--- src/rtl/sha1_core_pkg.sv ---
package sha1_core_pkg;

    localparam int WORD_W    = 32;
    localparam int BLK_WORDS = 16;
    localparam int DIG_WORDS = 5;
    localparam int ROUNDS    = 80;
    localparam int STAGE_LEN = 20;
    localparam int IDX_W     = $clog2(BLK_WORDS);
    localparam int RND_W     = $clog2(ROUNDS + 1);
    localparam int DIG_W     = WORD_W * DIG_WORDS;

    // schedule taps, as distances back from the slot being written
    localparam int TAP_A = 3;
    localparam int TAP_B = 8;
    localparam int TAP_C = 14;

    typedef logic [WORD_W-1:0] word_t;

    typedef struct packed {
        word_t a;
        word_t b;
        word_t c;
        word_t d;
        word_t e;
    } state5_t;

    typedef enum logic [1:0] {
        ST_IDLE,
        ST_LOAD,
        ST_CRUNCH,
        ST_EMIT
    } phase_e;

    localparam logic [DIG_W-1:0] STD_IV =
        160'h67452301_EFCDAB89_98BADCFE_10325476_C3D2E1F0;

    function automatic word_t rotl(input word_t x, input int n);
        return (x << n) | (x >> (WORD_W - n));
    endfunction

    function automatic word_t stage_const(input logic [RND_W-1:0] t);
        if (t < RND_W'(STAGE_LEN))          return 32'h5A827999;
        else if (t < RND_W'(2 * STAGE_LEN)) return 32'h6ED9EBA1;
        else if (t < RND_W'(3 * STAGE_LEN)) return 32'h8F1BBCDC;
        else                                return 32'hCA62C1D6;
    endfunction

    function automatic word_t stage_mix(input logic [RND_W-1:0] t,
                                        input word_t b, input word_t c, input word_t d);
        if (t < RND_W'(STAGE_LEN))          return (b & c) | (~b & d);
        else if (t < RND_W'(2 * STAGE_LEN)) return b ^ c ^ d;
        else if (t < RND_W'(3 * STAGE_LEN)) return (b & c) | (b & d) | (c & d);
        else                                return b ^ c ^ d;
    endfunction

endpackage

--- src/rtl/sha1_sched.sv ---
module sha1_sched
    import sha1_core_pkg::*;
#(
    parameter int DEPTH = BLK_WORDS
) (
    input  logic                     clk,
    input  logic                     step,
    input  logic [$clog2(DEPTH)-1:0] idx,
    input  word_t                    fresh,
    input  logic                     take_fresh,
    output word_t                    w_out
);
    localparam int IW = $clog2(DEPTH);

    word_t           ring [DEPTH];
    logic [IW-1:0]   ia, ib, ic;
    word_t           expanded;

    // slot idx still holds w[t-16] until it is overwritten
    assign ia       = idx - IW'(TAP_A);
    assign ib       = idx - IW'(TAP_B);
    assign ic       = idx - IW'(TAP_C);
    assign expanded = rotl(ring[ia] ^ ring[ib] ^ ring[ic] ^ ring[idx], 1);
    assign w_out    = take_fresh ? fresh : expanded;

    for (genvar g = 0; g < DEPTH; g++) begin : g_slot
        always_ff @(posedge clk) begin
            if (step && idx == IW'(g)) begin
                ring[g] <= w_out;
            end
        end
    end

endmodule

--- src/rtl/sha1_round.sv ---
module sha1_round
    import sha1_core_pkg::*;
(
    input  state5_t          cur,
    input  word_t            w,
    input  logic [RND_W-1:0] t,
    output state5_t          nxt
);
    word_t sum;

    always_comb begin
        sum   = rotl(cur.a, 5) + stage_mix(t, cur.b, cur.c, cur.d)
              + cur.e + stage_const(t) + w;
        nxt.a = sum;
        nxt.b = cur.a;
        nxt.c = rotl(cur.b, 30);
        nxt.d = cur.c;
        nxt.e = cur.d;
    end

endmodule

--- src/rtl/sha1_fsm.sv ---
module sha1_fsm
    import sha1_core_pkg::*;
(
    input  logic             clk,
    input  logic             rst_n,
    input  logic             start,
    input  logic             in_valid,
    output phase_e           phase,
    output logic [RND_W-1:0] rnd,
    output logic             arm,
    output logic             step,
    output logic             seal,
    output logic             shift,
    output logic             in_ready,
    output logic             out_valid,
    output logic             done
);
    localparam int OW = $clog2(DIG_WORDS);

    phase_e          state_q, state_d;
    logic [OW-1:0]   oidx_q;
    logic            last_load, last_round, last_word;

    assign last_load  = (rnd == RND_W'(BLK_WORDS - 1));
    assign last_round = (rnd == RND_W'(ROUNDS - 1));
    assign last_word  = (oidx_q == OW'(DIG_WORDS - 1));
    assign phase      = state_q;

    // state register
    always_ff @(posedge clk or negedge rst_n) begin
        if (!rst_n) state_q <= ST_IDLE;
        else        state_q <= state_d;
    end

    // next state
    always_comb begin
        state_d = state_q;
        unique case (state_q)
            ST_IDLE:   if (start)                  state_d = ST_LOAD;
            ST_LOAD:   if (in_valid && last_load)  state_d = ST_CRUNCH;
            ST_CRUNCH: if (last_round)             state_d = ST_EMIT;
            ST_EMIT:   if (last_word)              state_d = ST_IDLE;
        endcase
    end

    // outputs
    always_comb begin
        arm       = 1'b0;
        step      = 1'b0;
        seal      = 1'b0;
        shift     = 1'b0;
        in_ready  = 1'b0;
        out_valid = 1'b0;
        done      = 1'b0;
        unique case (state_q)
            ST_IDLE:   arm = start;
            ST_LOAD: begin
                in_ready = 1'b1;
                step     = in_valid;
            end
            ST_CRUNCH: begin
                step = 1'b1;
                seal = last_round;
            end
            ST_EMIT: begin
                out_valid = 1'b1;
                shift     = 1'b1;
                done      = (oidx_q == '0);
            end
        endcase
    end

    // round and output-word counters
    always_ff @(posedge clk or negedge rst_n) begin
        if (!rst_n) begin
            rnd    <= '0;
            oidx_q <= '0;
        end else begin
            if (arm)       rnd <= '0;
            else if (step) rnd <= rnd + 1'b1;
            if (shift)     oidx_q <= oidx_q + 1'b1;
            else           oidx_q <= '0;
        end
    end

endmodule

--- src/rtl/sha1_wordcore.sv ---
module sha1_wordcore
    import sha1_core_pkg::*;
(
    input  logic         clk,
    input  logic         rst_n,
    input  logic         start,
    input  logic         use_cv,
    input  logic [159:0] cv_in,
    input  logic         in_valid,
    input  logic [31:0]  in_data,
    output logic         in_ready,
    output logic         out_valid,
    output logic [31:0]  out_data,
    output logic         done
);
    phase_e             phase;
    logic [RND_W-1:0]   rnd;
    logic               arm, step, seal, shift;
    state5_t            chain_q, work_q, work_nx;
    logic [DIG_W-1:0]   res_q, sum;
    word_t              w_t;

    sha1_fsm u_fsm (
        .clk       (clk),
        .rst_n     (rst_n),
        .start     (start),
        .in_valid  (in_valid),
        .phase     (phase),
        .rnd       (rnd),
        .arm       (arm),
        .step      (step),
        .seal      (seal),
        .shift     (shift),
        .in_ready  (in_ready),
        .out_valid (out_valid),
        .done      (done)
    );

    sha1_sched #(.DEPTH(BLK_WORDS)) u_sched (
        .clk        (clk),
        .step       (step),
        .idx        (rnd[IDX_W-1:0]),
        .fresh      (in_data),
        .take_fresh (phase == ST_LOAD),
        .w_out      (w_t)
    );

    sha1_round u_round (
        .cur (work_q),
        .w   (w_t),
        .t   (rnd),
        .nxt (work_nx)
    );

    for (genvar g = 0; g < DIG_WORDS; g++) begin : g_fold
        assign sum[g*WORD_W +: WORD_W] =
            chain_q[g*WORD_W +: WORD_W] + work_nx[g*WORD_W +: WORD_W];
    end

    always_ff @(posedge clk or negedge rst_n) begin
        if (!rst_n) begin
            chain_q <= '0;
            work_q  <= '0;
            res_q   <= '0;
        end else begin
            if (arm) begin
                chain_q <= use_cv ? cv_in : STD_IV;
                work_q  <= use_cv ? cv_in : STD_IV;
            end else if (step) begin
                work_q  <= work_nx;
            end
            if (seal)       res_q <= sum;
            else if (shift) res_q <= res_q << WORD_W;
        end
    end

    assign out_data = res_q[DIG_W-1 -: WORD_W];

endmodule

--- config.mk ---
export PLATFORM = sky130hd
export DESIGN_NAME = sha1_wordcore
export DESIGN_NICKNAME = d
export VERILOG_FILES = /design/src/rtl/sha1_core_pkg.sv /design/src/rtl/sha1_sched.sv /design/src/rtl/sha1_round.sv /design/src/rtl/sha1_fsm.sv /design/src/rtl/sha1_wordcore.sv
export SDC_FILE = /design/constraint.sdc
export NUM_CORES = 2
export LEC_CHECK = 0
export CAP_MARGIN = 20
export CORE_MARGIN = 2
export CORE_UTILIZATION = 25
export CTS_CLUSTER_DIAMETER = 30
export DETAILED_ROUTE_END_ITERATION = 10
export REMOVE_ABC_BUFFERS = 1
export SLEW_MARGIN = 10
export SYNTH_ARGS = -nofsm -noshare
export SYNTH_HDL_FRONTEND = slang
export SYNTH_SLANG_ARGS = --single-unit
export TNS_END_PERCENT = 10
--- constraint.sdc ---
create_clock -name clk -period 20.8 [get_ports clk]
set_input_delay 3.12 -clock clk [delete_from_list [all_inputs] [get_ports clk]]
set_output_delay 3.12 -clock clk [all_outputs]
set_load 0.005 [all_outputs]
==> qor.csv <==
metric,value,unit
clock slew at reported path FFs,50,ps
overall track demand over capacity in global routing,16.3,%
placeable core area,0.245,mm²
arrival time worst endpoint,11230,ps
slew at the pin closest to its max-slew limit,1140,ps
layout cell share with drive strength beyond 1,16.8,%
type of element launching the critical path,flip-flop,
launch instance of the worst min-delay path,u_fsm.oidx_q[0],
"Hold Violations, Final",0,
port buffer count,231,
Chip Height,500,µm
upper clock frequency limit,94.8,MHz
Total Routed Length,209,mm
path class of the lowest-slack min-delay path,flip-flop to flip-flop,
Post-synth ARST share,49.0,%
critical path capture point type,flip-flop,
vias after detailed routing,44900,
clock insertion delay at the later pin of the skew report,880,ps
Final Non-Filler Cells,8870,
outcome,"complete, no violations",
worst hold path endpoint,u_fsm.oidx_q[0],
required time at the worst-slack endpoint,21490,ps
CTS max path bufs,3,
post-synthesis cell type count,75,
most repeated cell in the gate-level netlist after synthesis,nand2_1,
Netlist Area Pre-Place,0.0616,mm²
DRC,0,
TritonCTS clock tree,built,
post-detail-place hpwl,143,mm
die width,500,µm
register bit total from synthesis,1004,
relative slew slack,24.0,%
Post-Syn Instances,5195,
post-synthesis cell type with the largest combined area,edfxtp_1,
initial core utilization,25.1,%
remaining global-route overflow,0,
number of placement rows,182,
root buffer cell,clkbuf_16,
post-placement cell count,8427,
most frequent cells after synthesis,"nand2_1, edfxtp_1, dfrtp_1",
global placement routability congestion,0.900,
Synth warnings,0,
Setup Skew,82.2,ps
fraction of synthesized cell area taken by the top area cell type,25.0,%
combined buffer and inverter count along the critical path,5,
post-CTS setup buffers,0,
number of vias per cell,5.06,
type of the setup path with the least slack,flip-flop to flip-flop,
starting DRC count in detailed routing,4624,
NumNets Final,6003,
number of nets still failing antenna checks after routing,0,
Final Setup Violations,0,
final-report max-slew violation count,0,
minimum setup slack among reg-to-reg paths,10260,ps
CP max FO,150,
Crit path max-delay family,compound AO/OA/AOI/OAI gates,
"Period Utilization, post-route",50.7,%
number of antenna violations at the first check in global routing,31,
min cycle time layout,10540,ps
Worst R2R Start,u_fsm.rnd[0],
Avg Synthesized Cell Area,11.9,µm²
pin count of the biggest net entering global routing,151,
cell area after placement,0.0675,mm²
Reg-to-Reg End,res_q[158],
biggest area contributors in the synthesized netlist,"edfxtp_1, dfrtp_1, mux4_2",
max-cap viol count,0,
share of synthesized area occupied by flip-flops and latches,44.9,%
hold bufs inserted after CTS,0,
final design area excluding fillers,0.0758,mm²
slowest cell on the critical path,buf_12,
CP peak stage delay,770,ps
TritonCTS Buffers,228,
Crit path top cell by count,xnor2_1,
most used flip-flop cell after synthesis,edfxtp_1,
quantity of gates resized following cts,0,
number of detailed-routing iterations run before antenna repair,8,
CTS sink count,1004,
depth of the worst hold-timing path,1,
unrepaired setup endpoints after global routing,false,
number of synthesized flops with an enable pin,512,
Die Outline Area,0.250,mm²
H-tree depth,4,
number of global-route vias before repair,45700,
cell count of the worst reg-to-reg path,29,
routed length per instance,23.5,µm
Area growth syn-to-layout,23.1,%
wire length of the first global-routing pass,305,mm
top-level port count,232,
==> layer usage <==
metal | wire (µm) | share of wire [%] | global-route usage, %
met1 | 87100 | 42 | 21.2
met2 | 95100 | 46 | 25.4
met3 | 15100 | 7.2 | 3.36
met4 | 11200 | 5.4 | 8.48
met5 | 173 | 0.083 | 0
==> sequential cells by signal (all words and copies together) (netlist names) <==
register and flops:
res_q 160, u_sched.ring 512, chain_q 160, work_q 160
u_fsm.oidx_q 3, u_fsm.rnd 7, u_fsm.phase 2
==> worst max path at each step <==
stage,depth (start not counted),endpoint,startpoint,slack [ps]
finish,29,res_q[158],u_fsm.rnd[0],10260
global route,32,res_q[159],u_fsm.rnd[0],9360
CTS,28,res_q[158],u_fsm.rnd[0],10140
detailed placement,28,res_q[158],u_fsm.rnd[0],10140
global placement,30,res_q[159],u_fsm.rnd[1],10390
floorplan,31,res_q[159],u_fsm.rnd[0],-4620
==> kinds of logic (layout without fill, tap and decap cells) <==
kind of cell	after synthesis	count (layout)	share of synthesized area, %
compound gates	965	965	9.76
other cells	0	6	0
xor+xnor	439	439	6.24
flops	1004	1004	44.9
mux	573	573	17.3
simple gates	1324	1324	9.32
buf+inv	528	977	3.54
fa+ha+maj	362	362	8.88
==> cell type report <==
type | instances | area (µm²)
antenna | 6 | 15.0
clock buffer | 275 | 6100
clock inverter | 155 | 2070
fill | 24600 | 170000
inverter | 223 | 838
multi-input combinational | 3663 | 32000
sequential | 1004 | 27700
tap | 3220 | 4030
timing repair buffer | 324 | 3110
==> through the flow <==
step	hold WS [ps]	worst slack, ps	TNS, ps	util (%)
after floorplan	424	-4620	-196090	-
after global placement	445	10390	0	27.5
after detailed placement	454	10140	0	27.5
after CTS	461	10140	0	30.8
after global routing	499	9360	0	30.9
final	459	10260	0	30.9
==> cell usage in the layout, fill, tap and decap left out, types with 33 or more instances in the layout <==
cell type	count
mux4_2	393
edfxtp_1	512
xnor2_1	285
inv_1	219
a21oi_1	193
nand2_1	544
clkbuf_16	228
nor3_1	37
buf_4	87
xor2_1	151
mux2i_1	167
o21ai_0	291
o21ai_1	33
fa_1	125
nor2_1	381
nand3_1	152
ha_1	234
nor2b_1	63
a211oi_1	45
a21o_1	88
a31oi_1	95
clkinv_2	40
clkdlybuf4s50_1	229
o21a_1	33
dfrtp_1	490
Power is left out: the tool's default activity adds up to more than one toggle a clock period on the data nets, which glitch-free logic cannot reach.
